--- src/rtl/cfgreg_pkg.sv ---
package cfgreg_pkg;
  localparam int DATA_W   = 8;
  localparam int KEY_REG  = 12;
  localparam int KEY_BIT  = 5;
  localparam int PROT_REG = 9;
  localparam int PROT_BIT = 6;
  localparam int MASK_REG = 6;
  localparam int MASK_BIT = 2;

  localparam int OFS_KEY  = 0;
  localparam int OFS_IDX  = 1;
  localparam int OFS_DATA = 2;

  typedef struct packed {
    logic keyWr;
    logic idxWr;
    logic dataWr;
    logic idxRd;
    logic dataRd;
  } cfgStrb_t;

  function automatic logic [DATA_W-1:0] resetValue(input int idx,
                                                   input logic [DATA_W-1:0] s9,
                                                   input logic kSel);
    logic [DATA_W-1:0] v;
    case (idx)
      0:        v = 8'hD0;
      1:        v = 8'h2C;
      3:        v = 8'h70;
      7:        v = 8'hF5;
      PROT_REG: v = s9;
      10:       v = 8'h1F;
      KEY_REG:  begin v = 8'h0C; v[KEY_BIT] = kSel; end
      13:       v = 8'hA3;
      default:  v = '0;
    endcase
    return v;
  endfunction
endpackage

--- src/rtl/cfgreg_ctrl.sv ---
module cfgreg_ctrl
  import cfgreg_pkg::*;
#(
  parameter int NUM_REGS = 22,
  localparam int IDX_W   = $clog2(NUM_REGS)
) (
  input  logic              clk,
  input  logic              rstN,
  input  logic              wrEn,
  input  logic              rdEn,
  input  logic [1:0]        addr,
  input  logic [DATA_W-1:0] wrData,
  input  logic [DATA_W-1:0] curKey,
  output cfgStrb_t          strb,
  output logic              unlocked,
  output logic [IDX_W-1:0]  index
);
  localparam int MAX_INDEX = NUM_REGS - 1;

  logic idxOk;
  assign idxOk = ({24'd0, wrData} <= 32'(MAX_INDEX));

  always_comb begin
    strb        = '0;
    strb.keyWr  = wrEn && (addr == 2'(OFS_KEY));
    strb.idxWr  = wrEn && (addr == 2'(OFS_IDX)) && idxOk;
    strb.dataWr = wrEn && (addr == 2'(OFS_DATA)) && unlocked;
    strb.idxRd  = rdEn && (addr == 2'(OFS_IDX)) && unlocked;
    strb.dataRd = rdEn && (addr == 2'(OFS_DATA)) && unlocked;
  end

  always_ff @(posedge clk) begin
    if (!rstN) begin
      unlocked <= 1'b0;
      index    <= '0;
    end else begin
      if (strb.keyWr) unlocked <= (wrData == curKey);
      if (strb.idxWr) index    <= wrData[IDX_W-1:0];
    end
  end

  // an out-of-range index write leaves the index untouched
  p_idx_cap_r4: assert property (@(posedge clk) disable iff (!rstN)
    (wrEn && addr == 2'(OFS_IDX) && !idxOk) |=> $stable(index));

  // writing the current key unlocks
  p_key_unlock_r2: assert property (@(posedge clk) disable iff (!rstN)
    (wrEn && addr == 2'(OFS_KEY) && wrData == curKey) |=> unlocked);

  // writing a wrong key locks
  p_key_lock_r2: assert property (@(posedge clk) disable iff (!rstN)
    (wrEn && addr == 2'(OFS_KEY) && wrData != curKey) |=> !unlocked);
endmodule

--- src/rtl/cfgreg_data.sv ---
module cfgreg_data
  import cfgreg_pkg::*;
#(
  parameter int NUM_REGS    = 22,
  parameter int PROT_LAST   = 11,
  parameter logic [7:0] KEY_BASE = 8'h88,
  localparam int IDX_W      = $clog2(NUM_REGS),
  localparam int FLAT_W     = NUM_REGS * DATA_W
) (
  input  logic              clk,
  input  logic              rstN,
  input  logic [DATA_W-1:0] strapReg9,
  input  logic              strapKeySel,
  input  cfgStrb_t          strb,
  input  logic              unlocked,
  input  logic [IDX_W-1:0]  index,
  input  logic [DATA_W-1:0] wrData,
  output logic [DATA_W-1:0] curKey,
  output logic [DATA_W-1:0] rdData,
  output logic [FLAT_W-1:0] regsFlat
);
  logic [DATA_W-1:0] regs [NUM_REGS];
  logic              protFlag;
  logic              inProtBank;
  logic              wrAccept;
  logic [DATA_W-1:0] wrVal;

  assign inProtBank = ({27'd0, index} <= 32'(PROT_LAST));
  assign wrAccept   = strb.dataWr && !(protFlag && inProtBank);

  always_comb begin
    wrVal = wrData;
    if ({27'd0, index} == 32'(MASK_REG)) wrVal[MASK_BIT] = 1'b0;
  end

  generate
    for (genvar i = 0; i < NUM_REGS; i++) begin : g_reg
      always_ff @(posedge clk) begin
        if (!rstN)
          regs[i] <= resetValue(i, strapReg9, strapKeySel);
        else if (wrAccept && ({27'd0, index} == 32'(i)))
          regs[i] <= wrVal;
      end
      assign regsFlat[i*DATA_W +: DATA_W] = regs[i];
    end
  endgenerate

  always_ff @(posedge clk) begin
    if (!rstN)
      protFlag <= 1'b0;
    else if (wrAccept && ({27'd0, index} == 32'(PROT_REG)) &&
             (wrData[PROT_BIT] != regs[PROT_REG][PROT_BIT]))
      protFlag <= wrData[PROT_BIT];
  end

  always_comb begin
    curKey = KEY_BASE;
    curKey[0] = KEY_BASE[0] | regs[KEY_REG][KEY_BIT];
  end

  always_comb begin
    rdData = '1;
    if (strb.idxRd)
      rdData = DATA_W'(index);
    else if (strb.dataRd && !(protFlag && inProtBank))
      rdData = regs[index];
  end

  // locked data writes change nothing
  p_locked_nowr_r5: assert property (@(posedge clk) disable iff (!rstN)
    (!unlocked && !strb.dataWr) |=> $stable(regsFlat));

  // protected low-bank writes change nothing
  p_prot_nowr_r6: assert property (@(posedge clk) disable iff (!rstN)
    (strb.dataWr && protFlag && inProtBank) |=> $stable(regsFlat));

  // the masked bit of register 6 never stores a one
  p_mask_bit_r7: assert property (@(posedge clk) disable iff (!rstN)
    (strb.dataWr && {27'd0, index} == 32'(MASK_REG)) |=> (regs[MASK_REG][MASK_BIT] == 1'b0));

  // no read path opens while locked
  p_locked_rd_r8: assert property (@(posedge clk) disable iff (!rstN)
    !unlocked |-> (rdData == '1));
endmodule

--- src/rtl/keyed_cfg_regfile.sv ---
module keyed_cfg_regfile
  import cfgreg_pkg::*;
#(
  parameter int NUM_REGS  = 22,
  parameter int PROT_LAST = 11,
  parameter logic [7:0] KEY_BASE = 8'h88,
  localparam int IDX_W    = $clog2(NUM_REGS),
  localparam int FLAT_W   = NUM_REGS * 8
) (
  input  logic              clk,
  input  logic              rstN,
  input  logic [7:0]        strapReg9,
  input  logic              strapKeySel,
  input  logic              wrEn,
  input  logic              rdEn,
  input  logic [1:0]        addr,
  input  logic [7:0]        wrData,
  output logic [7:0]        rdData,
  output logic [FLAT_W-1:0] regsFlat
);
  cfgStrb_t         strb;
  logic             unlocked;
  logic [IDX_W-1:0] index;
  logic [7:0]       curKey;

  cfgreg_ctrl #(.NUM_REGS(NUM_REGS)) u_ctrl (
    .clk(clk), .rstN(rstN), .wrEn(wrEn), .rdEn(rdEn), .addr(addr),
    .wrData(wrData), .curKey(curKey), .strb(strb),
    .unlocked(unlocked), .index(index)
  );

  cfgreg_data #(.NUM_REGS(NUM_REGS), .PROT_LAST(PROT_LAST), .KEY_BASE(KEY_BASE)) u_data (
    .clk(clk), .rstN(rstN), .strapReg9(strapReg9), .strapKeySel(strapKeySel),
    .strb(strb), .unlocked(unlocked), .index(index), .wrData(wrData),
    .curKey(curKey), .rdData(rdData), .regsFlat(regsFlat)
  );
endmodule

--- config.mk ---
export PLATFORM = sky130hd
export DESIGN_NAME = keyed_cfg_regfile
export DESIGN_NICKNAME = d
export VERILOG_FILES = /design/src/rtl/cfgreg_pkg.sv /design/src/rtl/cfgreg_ctrl.sv /design/src/rtl/cfgreg_data.sv /design/src/rtl/keyed_cfg_regfile.sv
export SDC_FILE = /design/constraint.sdc
export NUM_CORES = 1
export LEC_CHECK = 0
export ABC_AREA = 1
export CORE_MARGIN = 2
export CORE_UTILIZATION = 40
export CTS_BUF_LIST = sky130_fd_sc_hd__clkbuf_16
export DETAILED_ROUTE_END_ITERATION = 16
export PLACE_DENSITY = 0.74
export SYNTH_ARGS = -nofsm -noshare
export SYNTH_HDL_FRONTEND = slang
export SYNTH_HIERARCHICAL = 1
export SYNTH_SLANG_ARGS = --single-unit
export TNS_END_PERCENT = 30
--- constraint.sdc ---
create_clock -name clk -period 3.6 [get_ports clk]
set_input_delay 1.08 -clock clk [delete_from_list [all_inputs] [get_ports clk]]
set_output_delay 1.08 -clock clk [all_outputs]
set_load 0.05 [all_outputs]
# Yosys cells after proc, flatten, opt, wreduce, memory -nomap -nowiden
# Memory sizes are Yosys's and may differ from the RTL's. A register that Yosys moved wholly into a read port is not among the register bits.
# Index checks and enable logic that the tools add are counted.
# classes
magnitude_cmp	2
n_eq_ne	25
mux	103
bitwise	22
n_reduce_logical	38
# op_table
op	count
$mux 8	33
$mux 1	68
$eq 5x4->1 const B	8
$logic_and 1x1->1	35
$eq 5x5->1 const B	6
$or 1x1->1	22
$eq 5x3->1 const B	4
$eq 5x2->1 const B	2
$mux 5	2
$eq 8x8->1	1
$le 8x5->1 const B	1
$eq 5x1->1 const B	1
$le 5x4->1 const B	1
$logic_not 5->1	1
$eq 2x1->1 const B	1
$eq 2x2->1 const B	1
$logic_not 2->1	1
$logic_not 1->1	1
$ne 1x1->1	1
# word_totals
ff_bits	7
ram_bits	176
memories	1
# memory_table
name	words	word_bits	rd	rd_ports_with_merged_regs	wr	line	source
u_data.regs	22	8	23	1	22	cfgreg_data.sv:22	logic [DATA_W-1:0] regs [NUM_REGS];

# Logic depth before layout (Yosys ltp)
# Gate-level depths: netlist (run 1).
# depth
ltp_word	9
depth_mapped	12
mapped_depth_nobuf	11

# Cells and area by module
# The synthesis (run 1) kept the hierarchy.
# modules_own_cells
module	instances	cells_per_inst	area_each_um2	seq_area_each_um2
cfgreg_data	1	1009	8620.8	5305.1
cfgreg_ctrl	1	76	432.9	120.1

# Worst setup path before layout (run 1)
# Ideal clock, no wire load.
# synth_timing
path_type	input-to-output
start	input port addr[1]
end	output port rdData[0]
arrival_time_ns	2.651
required_time_ns	2.520
path_slack_ns	-0.131
cell_stages	7
n_path_buf	0
cell_sequence	inv_1 nand2_1 nor3_1 inv_1 nand3_1 nor2_1 a21oi_1
# synth_rtl
item	line	source
start: declaration	keyed_cfg_regfile.sv:16	input logic [1:0] addr,
end: declaration	keyed_cfg_regfile.sv:18	output logic [7:0] rdData,

# Worst setup path after layout (run 1)
# layout_timing
start	register u_ctrl.index[1]
end	output port rdData[4]
# layout_between
elab_chain_cells	6
# layout_rtl
item	line	source
start: declaration	cfgreg_ctrl.sv:16	output logic [IDX_W-1:0] index
start signal: assignment	cfgreg_ctrl.sv:38	if (strb.idxWr) index <= wrData[IDX_W-1:0];
$le 5x4->1	cfgreg_data.sv:28	assign inProtBank = ({27'd0, index} <= 32'(PROT_LAST));
$logic_and 1x1->1	cfgreg_data.sv:65	else if (strb.dataRd && !(protFlag && inProtBank))
$logic_not 1->1	cfgreg_data.sv:65	
$logic_and 1x1->1	cfgreg_data.sv:65	
$mux 8	cfgreg_data.sv:65	
$mux 8	cfgreg_data.sv:63	if (strb.idxRd)
# Every way passes these cells.

==> impl_results.md, run 1 <==
- WP data arrival: 2.49 ns
- Hold Buf Count CTS: 0
- Antenna violations before repair: 0
- Peak VDD IR: 0.279 mV
- Final net count: 1343
- Hold depth: 2
- Crit Path Category: reg2out
- Avg Inst Size Synth: 8.34 um2
- Sequential-to-total area share from yosys stat: 0.599
- Worst hold margin: 0.474 ns
- Clk buf depth: 2
- Clock latency on the worst-skew pair: 0.44 ns
- Full die area: 0.0239 mm2
- RD Place Congestion: 0.920
- Shortest period the worst path allows: 3.57 ns
- IO Count: 207
- Crit start category: register
- Rel. slew slack: 0.581
- Worst reg2reg path depth: 8
- Min-Delay Path Class: reg2reg
- Max-Cap Viols: 0
- Fin cells: 1618
- # DRC: 0
- Drt total wl: 30.6 mm
- Least-Margin Pin Slew: 0.628 ns
- Final period util: 0.991
- Yosys cell types: 29
- Synth warnings: 6
- Core area: 0.0224 mm2
- Share of cells above drive strength 1: 0.0990
- Initial Util: 0.404
- First-pass GRT wire length: 45.5 mm
- Die height: 154 um
- Diode count: 0
- Mapped cell area: 0.00905 mm2
- Setup violators final: 0
- Worst reg2reg path startpoint: u_ctrl/index[0]
- Site row count: 55
- Status: finished clean
- 1st-iter DRT viols: 926
- Setup crit end kind: output port
- WL/cell: 18.9 um
- P&R area growth vs syn: 37.6%
- Routed vias/inst: 5.17
- CTS clk-pin slew, worst paths: 0.07 ns
- CTS Buf Count: 17
- TritonCTS clock tree: yes
- Largest net degree at the start of global routing: 83
- P_leak: 5.28 nW
- Die Width: 154 um
- Post-CTS Setup Bufs: 0
- Critical Path RT: 2.52 ns
- Drt pass-1 iters: 8
- Worst Setup SP: u_ctrl/index[1]
- Sum Neg Setup Slack: 0 ns
- # H-tree levels: 4
- Post-layout util: 0.555
- IO buf count: 206
- Final hold vios: 0
- Gr ovfl total: 0
- Hold Startpoint: u_data/protFlag
- Hpwl dp: 22.4 mm
- CP Max Fanout: 35
- CTS Sinks: 183
- Setup Skew: 0.00892 ns
- Seq cells post-synth: 183
- Antenna Nets Post-Route: 0
- Max Clk Rate: 280 MHz
- Fill count: 1960
- Total GRT Usage: 0.256
- Post-Place Cells: 1586
- P per Cell Area: 402 mW/mm2
- Max-slew violations: 0
- DR vias: 8367
- Post-Synthesis Cells: 1085
- Clk root buf: clkbuf_16
- Vias in the first global route: 7987
==> state kept, by name, indices dropped and copies added (netlist names) <==
name,cells
u_data/regs,176
u_ctrl/index,5
u_ctrl/unlocked,1
u_data/protFlag,1
==> logic make-up after synthesis <==
family	Yosys count	share of synthesized area
AO/OA/AOI/OAI	53	0.0300
XOR/XNOR	3	0.00290
buffers and inverters	112	0.0522
flip-flops	183	0.599
other	2	0.000829
AND/OR/NAND/NOR	732	0.315
==> worst max-delay path, cell delays in order, from the launching register on <==
cell and delay, ns:
dfxtp_1 0.48, clkinv_1 0.17, buf_12 0.20, nand2_1 0.09, nand2_1 0.09, nand2_1 0.10
nand2_1 0.06, o21ai_0 0.48, a21oi_1 0.15, buf_4 0.22
==> Yosys cell counts (all sizes together) <==
master | instances | share of area
dfxtp | 7 | 0.015
nor2 | 195 | 0.083
nand4 | 9 | 0.0062
clkbuf | 39 | 0.016
edfxtp | 176 | 0.58
nand2 | 494 | 0.21
nand3 | 26 | 0.015
a21oi | 14 | 0.0082
o21ai | 38 | 0.021
conb | 2 | 0.00083
xor2 | 3 | 0.0029
inv | 50 | 0.021
or2 | 2 | 0.0014
clkinv | 2 | 0.00083
o31ai | 1 | 0.00083
buf | 21 | 0.014
nor3 | 4 | 0.0022
nor3b | 1 | 0.00083
nand3b | 1 | 0.00083
==> repair_timing <==
action | in CTS | in global routing
endpoints found under the setup margin | 8 | 8
resized for setup | 14 | 7
pin swaps | 8 | 1
==> stage by stage <==
stage               setup WS, ns  cell area (um2)  power, mW
global route            -0.00404            12500       5.14
global placement          -0.310            11800       3.11
finish                    0.0328            12500       5.01
floorplan                 -0.131             9080       2.85
detailed placement        -0.358            11800       3.11
CTS                       0.0324            12400       5.02
==> worst paths after layout <==
| kind | end | slack, ns |
|---|---|---|
| worst max-delay path | rdData[4] | 0.03 |
| worst min-delay path | u_data/protFlag | 0.47 |
| worst max register to register | u_data/regs[0][6] | 1.18 |
| worst min register to register | u_data/protFlag | 0.47 |
==> cell usage in the layout (no fill, tap or decap), types with 9 or more instances in the layout <==
cell	instances
nand4_1	9
inv_1	44
o21ai_1	11
buf_4	63
nand2_1	490
nor2_1	187
nand3_1	24
clkdlybuf4s50_1	196
a21oi_1	11
edfxtp_1	176
o21ai_0	27
clkbuf_16	17
==> layer usage <==
layer	global-route usage	vias to the layer above	share of wire
met5	0	-	0
met2	0.419	533	0.48
met4	0.0957	0	0.023
met3	0.0558	57	0.099
met1	0.335	3861	0.40
li1	-	3916	-
==> where the power goes <==
group	internal (mW)	total, mW	switching [mW]
Clock	1.06	1.93	0.878
Sequential	2.39	2.44	0.0485
Combinational	0.191	0.635	0.444
Total	3.64	5.01	1.37
==> final cells by class <==
| class | instances | area (um2) | share of cell area |
|---|---|---|---|
| inverter | 52 | 205 | 0.0165 |
| tap | 285 | 357 | 0.0286 |
| multi-input combinational | 796 | 3230 | 0.260 |
| timing repair buffer | 270 | 2620 | 0.211 |
| clock buffer | 17 | 425 | 0.0342 |
| clock inverter | 15 | 184 | 0.0148 |
| sequential | 183 | 5430 | 0.436 |
No activity file was read; power rests on OpenSTA's default activity.
==> run 2, diff against run 1 <==
--- a/config.mk
+++ b/config.mk
@@ -11,6 +11,7 @@
 export CTS_BUF_LIST = sky130_fd_sc_hd__clkbuf_16
 export DETAILED_ROUTE_END_ITERATION = 16
 export PLACE_DENSITY = 0.74
+export SKIP_LAST_GASP = 1
 export SYNTH_ARGS = -nofsm -noshare
 export SYNTH_HDL_FRONTEND = slang
 export SYNTH_HIERARCHICAL = 1
==> run 2 against run 1 <==
Against the previous run:
- non-clock buffer count stayed put
- count of clock-buffer cells in the layout stayed put
- power hardly changed
- largest power group unchanged
- cell area hardly changed
- sequential share of layout area hardly changed
- global-route usage stayed put
- routed wire length is 0.10% lower
- cell count stayed put
- register-to-register slack better by 0.02 ns
- via count is 0.27% lower
==> impl_results.md, run 2 (synthesized netlist as in run 1, its figures left out) <==
- First-pass GRT wire length: 45.5 mm (unchanged)
- Setup Skew: 0.00784 ns (-0.00108 ns)
- Max-Cap Viols: 0 (unchanged)
- Max-slew violations: 0 (unchanged)
- Post-CTS Setup Bufs: 0 (unchanged)
- Clk buf depth: 2 (unchanged)
- Site row count: 55 (unchanged)
- P per Cell Area: 402 mW/mm2 (about the same)
- Crit start category: primary input
- Initial Util: 0.404 (unchanged)
- Post-layout util: 0.555 (about the same)
- Fin cells: 1618 (unchanged)
- P&R area growth vs syn: 37.5% (about the same)
- Routed vias/inst: 5.16 (-0.27%)
- Min-Delay Path Class: reg2reg
- Area after DPL: 0.0118 mm2 (unchanged)
- Flip-flop and latch area: 0.00543 mm2 (unchanged)
- Setup crit end kind: output port
- Most frequent cells in the layout: 490 x nand2_1, 196 x clkdlybuf4s50_1, 188 x nor2_1
- Peak VDD IR: 0.277 mV (-0.67%)
- IO buf count: 206 (unchanged)
- CTS Sinks: 183 (unchanged)
- Worst reg2reg path startpoint: u_ctrl/index[0]
- Worst slack, placed: -0.358 ns (unchanged)
- TritonCTS clock tree: yes
- Crit Path Category: in2out
- Reg with most FFs: u_data/regs
- Total GRT Usage: 0.256 (unchanged)
- Hold Startpoint: u_data/protFlag
- Worst hold margin: 0.473 ns (-0.000642 ns)
- Die Width: 154 um (unchanged)
- Post-Place Cells: 1586 (unchanged)
- WP data arrival: 2.45 ns (-0.04 ns)
- P_leak: 5.28 nW (about the same)
- CTS Buf Count: 17 (unchanged)
- Final net count: 1343 (unchanged)
- # H-tree levels: 4 (unchanged)
- Drt pass-1 iters: 6 (-2)
- Final hold vios: 0 (unchanged)
- Core area: 0.0224 mm2 (unchanged)
- Final worst slack: 0.0652 ns (+0.0323 ns)
- Full die area: 0.0239 mm2 (unchanged)
- Setup violators final: 0 (unchanged)
- Shortest period the worst path allows: 3.53 ns (-0.0323 ns)
- Antenna Nets Post-Route: 0 (unchanged)
- Final Total Pwr: 5.01 mW (about the same)
- Clock latency on the worst-skew pair: 0.43 ns (about the same)
- WL/cell: 18.9 um (-0.10%)
- Final period util: 0.982 (-0.00899)
- # DRC: 0 (unchanged)
- Gr ovfl total: 0 (unchanged)
- Worst Setup SP: rdEn
- Diode count: 0 (unchanged)
- Die height: 154 um (unchanged)
- Largest net degree at the start of global routing: 83 (unchanged)
- Share of cells above drive strength 1: 0.0983 (-0.000750)
- Largest register FFs: 176 (unchanged)
- Drt total wl: 30.5 mm (-0.10%)
- CP Max Fanout: 3 (-91%)
- Critical Path RT: 2.52 ns (about the same)
- Status: finished clean
- Max Clk Rate: 283 MHz (+0.92%)
- Final non-filler cell area: 0.0125 mm2 (about the same)
- Most common cell after layout, fill and taps aside: nand2_1
- Clk root buf: clkbuf_16
- Antenna violations before repair: 0 (unchanged)
- CTS clk-pin slew, worst paths: 0.07 ns (about the same)
- Vias in the first global route: 7987 (unchanged)
- DR vias: 8344 (-0.27%)
- Fill count: 1958 (-0.10%)
- IO Count: 207 (unchanged)
- RSZ-0062 raised after global routing: yes
- Regs by FF count: u_data/regs x176, u_ctrl/index x5
- 1st-iter DRT viols: 900 (-2.8%)
- Hpwl dp: 22.4 mm (unchanged)
- Rel. slew slack: 0.550 (-0.0311)
- Hold Buf Count CTS: 0 (unchanged)
- Least-Margin Pin Slew: 0.673 ns (+0.0449 ns)
- RD Place Congestion: 0.920 (unchanged)
- Sum Neg Setup Slack: 0 ns (unchanged)
- Multi-input logic area: 0.00323 mm2 (about the same)
==> run 2: changes by cell type in the layout (fill, tap and decap cells not counted) <==
cell / before / now
nor2_1: 187 / 188
nor2_2: 7 / 6
==> run 2: critical path, cell delays in order <==
cell,delay (ns)
clkdlybuf4s50_1,0.46
inv_1,0.09
nor3_4,0.21
nand2_2,0.16
a21oi_1,0.16
a21oi_1,0.09
buf_4,0.21
==> run 2: report_power, final <==
| group | leakage, nW | internal (mW) | switching, mW |
|---|---|---|---|
| logic | 3.21 | 0.191 | 0.444 |
| registers | 1.78 | 2.39 | 0.0482 |
| clock network | 0.298 | 1.06 | 0.878 |
| total | 5.28 | 3.64 | 1.37 |
==> run 2: worst paths after layout <==
path                                          end  slack (ns)  cells past startpoint
worst max-delay path                    rdData[6]        0.07                      7
worst min-delay path              u_data/protFlag        0.47                      2
worst max register to register  u_data/regs[0][4]        1.20                      6
worst min register to register    u_data/protFlag        0.47                      2
==> run 2: metal layers <==
metal,GRT usage,share of wire,wire (um)
met1,0.335,0.39,12000
met2,0.419,0.47,14500
met3,0.0558,0.11,3250
met4,0.0957,0.025,773
met5,0,0,0
==> run 2: what timing repair did <==
action                                  CTS  global route
pin swaps                                 8             1
endpoints found under the setup margin    8             8
gates resized for setup                  14             6
==> run 2: cell type report <==
type | instances | share of cell area
Inverter | 52 | 0.0165
Sequential cell | 183 | 0.436
Clock inverter | 15 | 0.0148
Timing Repair Buffer | 270 | 0.211
Multi-Input combinational cell | 796 | 0.259
Clock buffer | 17 | 0.0342
Tap cell | 285 | 0.0286
==> run 3, diff against run 2 <==
--- a/config.mk
+++ b/config.mk
@@ -14,6 +14,4 @@
 export SKIP_LAST_GASP = 1
 export SYNTH_ARGS = -nofsm -noshare
 export SYNTH_HDL_FRONTEND = slang
-export SYNTH_HIERARCHICAL = 1
 export SYNTH_SLANG_ARGS = --single-unit
-export TNS_END_PERCENT = 30
==> run 3 against run 2 <==
Against the previous run:
- clock power is 9% lower
- first-iteration DRC count unchanged
- critical path depth unchanged
- routed wire length is 0.92% higher
- register-to-register slack improved by 0.07 ns
- cell area grew 1.4%
- synthesized cell count fell by 3.3%
- global-route usage shrank 0.71 points
- via count fell by 2.0%
- flip-flop and latch count rose by 5
- fmax rose by 0.24%
- critical path type unchanged
- largest cell class unchanged
==> impl_results.md, run 3 <==
- Crit start category: primary input
- Avg Inst Size Synth: 8.95 um2 (+7.3%)
- Top cells by count, synth: 235 x nand2_1, 192 x nor2_1, 176 x edfxtp_1
- Core area: 0.0233 mm2 (+3.7%)
- Largest net degree at the start of global routing: 47 (-43%)
- Fill count: 2107 (+7.6%)
- Drt total wl: 30.8 mm (+0.92%)
- Top_reg_cell synth: edfxtp_1
- Post-Synthesis Net Count: 1072
- Crit path max-delay family: buffers and inverters
- Gr ovfl total: 0 (unchanged)
- Rel. slew slack: 0.547 (-0.00268)
- # DRC: 0 (unchanged)
- Peak VDD IR: 0.319 mV (+15%)
- Final period util: 0.980 (-0.00237)
- Clock latency on the worst-skew pair: 0.44 ns (about the same)
- Total GRT Usage: 0.249 (-0.00713)
- Final net count: 1283 (-4.5%)
- Asr flop ratio synth: 0 (unchanged)
- Clk root buf: clkbuf_16
- CTS Sinks: 188 (+2.7%)
- Post-synth EDFFs: 176 (unchanged)
- Max-Cap Viols: 0 (unchanged)
- Most frequent cells in the layout: 235 x nand2_1, 197 x clkdlybuf4s50_1, 190 x nor2_1
- Yosys cell types: 31 (+6.9%)
- CTS Buf Count: 17 (unchanged)
- Site row count: 56 (+1.8%)
- IO Count: 207 (unchanged)
- Sequential-to-total area share from yosys stat: 0.588 (-0.0110)
- P&R area growth vs syn: 34.4%
- P_leak: 5.25 nW (-0.52%)
- Min-Delay Path Class: reg2reg
- Regs by FF count: u_data.regs x176, u_ctrl.index x5
- P per Cell Area: 388 mW/mm2 (-3.5%)
- Antenna Nets Post-Route: 0 (unchanged)
- Vias in the first global route: 7768 (-2.7%)
- Top cells by area, synth: edfxtp_1 56%, nand2_1 9.4%, nor2_1 7.7%
- Seq pwr share: 0.510 (+0.023)
- Max Clk Rate: 284 MHz (+0.24%)
- Most frequent cell after synthesis: nand2_1
- Hpwl dp: 22.6 mm (+0.88%)
- CP bufs+invs: 3 (unchanged)
- RSZ-0062 raised after global routing: yes
- Cell accounting for the most synthesized area: edfxtp_1
- Crit Path Category: in2out
- Net switching power: 1.36 mW (-0.69%)
- Drt pass-1 iters: 6 (unchanged)
- Antenna violations before repair: 0 (unchanged)
- Post-layout util: 0.543 (-0.0125)
- CP Max Fanout: 5 (+2)
- Internal: 3.53 mW (-2.8%)
- CTS clk-pin slew, worst paths: 0.07 ns (about the same)
- Reg with most FFs: u_data.regs
- Die height: 157 um (+1.8%)
- Post-synth top area share: 0.563 (-0.0211)
- Largest register FFs: 176 (unchanged)
- Share of cells above drive strength 1: 0.103 (+0.00463)
- Full die area: 0.0247 mm2 (+3.7%)
- TritonCTS clock tree: yes
- Critical Path, Cell by Cell: clkdlybuf4s50_1 > nand2_1 > nor2_2 > inv_1 > nor2_1 > a21oi_2 > buf_12
- Setup violators final: 0 (unchanged)
- Mapped cell area: 0.00939 mm2 (+3.7%)
- Max-slew violations: 0 (unchanged)
- Clock share of power: 0.358 (-0.028)
- Status: finished clean
- 1st-iter DRT viols: 900 (unchanged)
- # H-tree levels: 4 (unchanged)
- Setup Skew: 0.00896 ns (+0.00112 ns)
- CP peak stage delay: 0.56 ns (+0.10 ns)
- Final hold vios: 0 (unchanged)
- Least-Margin Pin Slew: 0.678 ns (+0.00575 ns)
- Sw Share: 0.278 (+0.00429)
- Die Width: 157 um (+1.8%)
- Area after DPL: 0.0121 mm2 (+2.2%)
- Shortest period the worst path allows: 3.53 ns (-0.00852 ns)
- Critical Path RT: 2.52 ns (about the same)
- WP data arrival: 2.45 ns (about the same)
- Most common cell after layout, fill and taps aside: nand2_1
- Routed vias/inst: 5.14 (-0.35%)
- Final non-filler cell area: 0.0126 mm2 (+1.4%)
- RD Place Congestion: 0.987 (+7.2%)
- Synth warnings: 0 (-6)
- DR vias: 8181 (-2.0%)
- Setup crit end kind: output port
- Initial Util: 0.404 (about the same)
- Comb power frac: 0.132 (+0.005)
- CP max stage cell: clkdlybuf4s50_1
- WL/cell: 19.4 um (+2.6%)
- Post-Synthesis Cells: 1049 (-3.3%)
- Seq cells post-synth: 188 (+2.7%)
- IO buf count: 206 (unchanged)
- Diode count: 0 (unchanged)
- Clk buf depth: 2 (unchanged)
- First-pass GRT wire length: 45.1 mm (-0.96%)
==> run 3: cell types whose count changed in the layout (fill, tap and decap cells not counted), sizes merged, moves of 7 or more <==
cell / previous run / this run
a21oi: 14 / 39
inv: 58 / 142
o21ai: 38 / 50
buf: 72 / 52
nand3: 26 / 125
conb: 8 / 1
nand2: 494 / 241
==> run 3: power by group through the flow <==
stage	sequential [mW]	combinational, mW	clock (mW)
floorplan	2.76	0.151	0
CTS	2.50	0.640	1.76
finish	2.50	0.644	1.75
global route	2.50	0.672	1.86
global placement	2.54	0.633	0
detailed placement	2.54	0.638	0
==> run 3: final timing paths <==
check	from	endpoint	slack (ns)	depth (start not counted)
max	addr[0]	rdData[2]	0.07	7
min	u_data.protFlag	u_data.protFlag	0.51	2
max reg2reg	u_ctrl.index[1]	u_data.regs[18][5]	1.27	7
min reg2reg	u_data.protFlag	u_data.protFlag	0.51	2
==> run 3: cell type report <==
class	count	area, um2	area share
Tap cell	319	399	0.0316
Clock inverter	15	116	0.00922
Inverter	139	532	0.0421
Multi-Input combinational cell	665	3110	0.246
Clock buffer	17	425	0.0337
Timing Repair Buffer	249	2510	0.199
Sequential cell	188	5530	0.438
==> run 3: per-layer routing <==
| metal | up-vias | track usage | part of all wire |
|---|---|---|---|
| met3 | 60 | 0.0512 | 0.094 |
| met2 | 524 | 0.411 | 0.48 |
| li1 | 3809 | - | - |
| met4 | 0 | 0.0952 | 0.028 |
| met1 | 3788 | 0.322 | 0.40 |
| met5 | - | 0 | 0 |
==> run 3: worst reg2reg max path, stage by stage, from the launching register on <==
cell and delay (ns):
dfxtp_1 0.43, inv_1 0.10, nor2_1 0.29, inv_1 0.18, nor2_1 0.45, inv_1 0.11
o21ai_0 0.23, buf_4 0.23
==> run 3: cell families (layout without fill, tap and decap cells) <==
group | count (synthesis) | count (layout) | synth area share
compound gates | 90 | 90 | 0.0482
xor+xnor | 1 | 1 | 0.000933
flops | 188 | 188 | 0.588
simple gates | 573 | 573 | 0.279
buf+inv | 196 | 420 | 0.0827
other cells | 1 | 1 | 0.000399
==> run 3: repair_timing <==
action,in CTS,in global routing
pin swaps,1,0
setup endpoints to repair,8,8
hold buffers,0,0
gates resized for setup,1,6
buffers inserted,1,0
==> run 3: per-stage QoR <==
step | setup TNS [ns] | hold WS (ns) | setup slack, ns | total power, mW | instances
floorplan | 0 | 0.465 | 0.245 | 2.91 | 1049
CTS | 0 | 0.507 | 0.0997 | 4.90 | 1592
global placement | 0 | 0.486 | 0.000209 | 3.18 | 1559
finish | 0 | 0.511 | 0.0737 | 4.89 | 1592
detailed placement | -0.237 | 0.490 | -0.0435 | 3.18 | 1559
global route | -0.0261 | 0.545 | -0.0230 | 5.03 | 1592
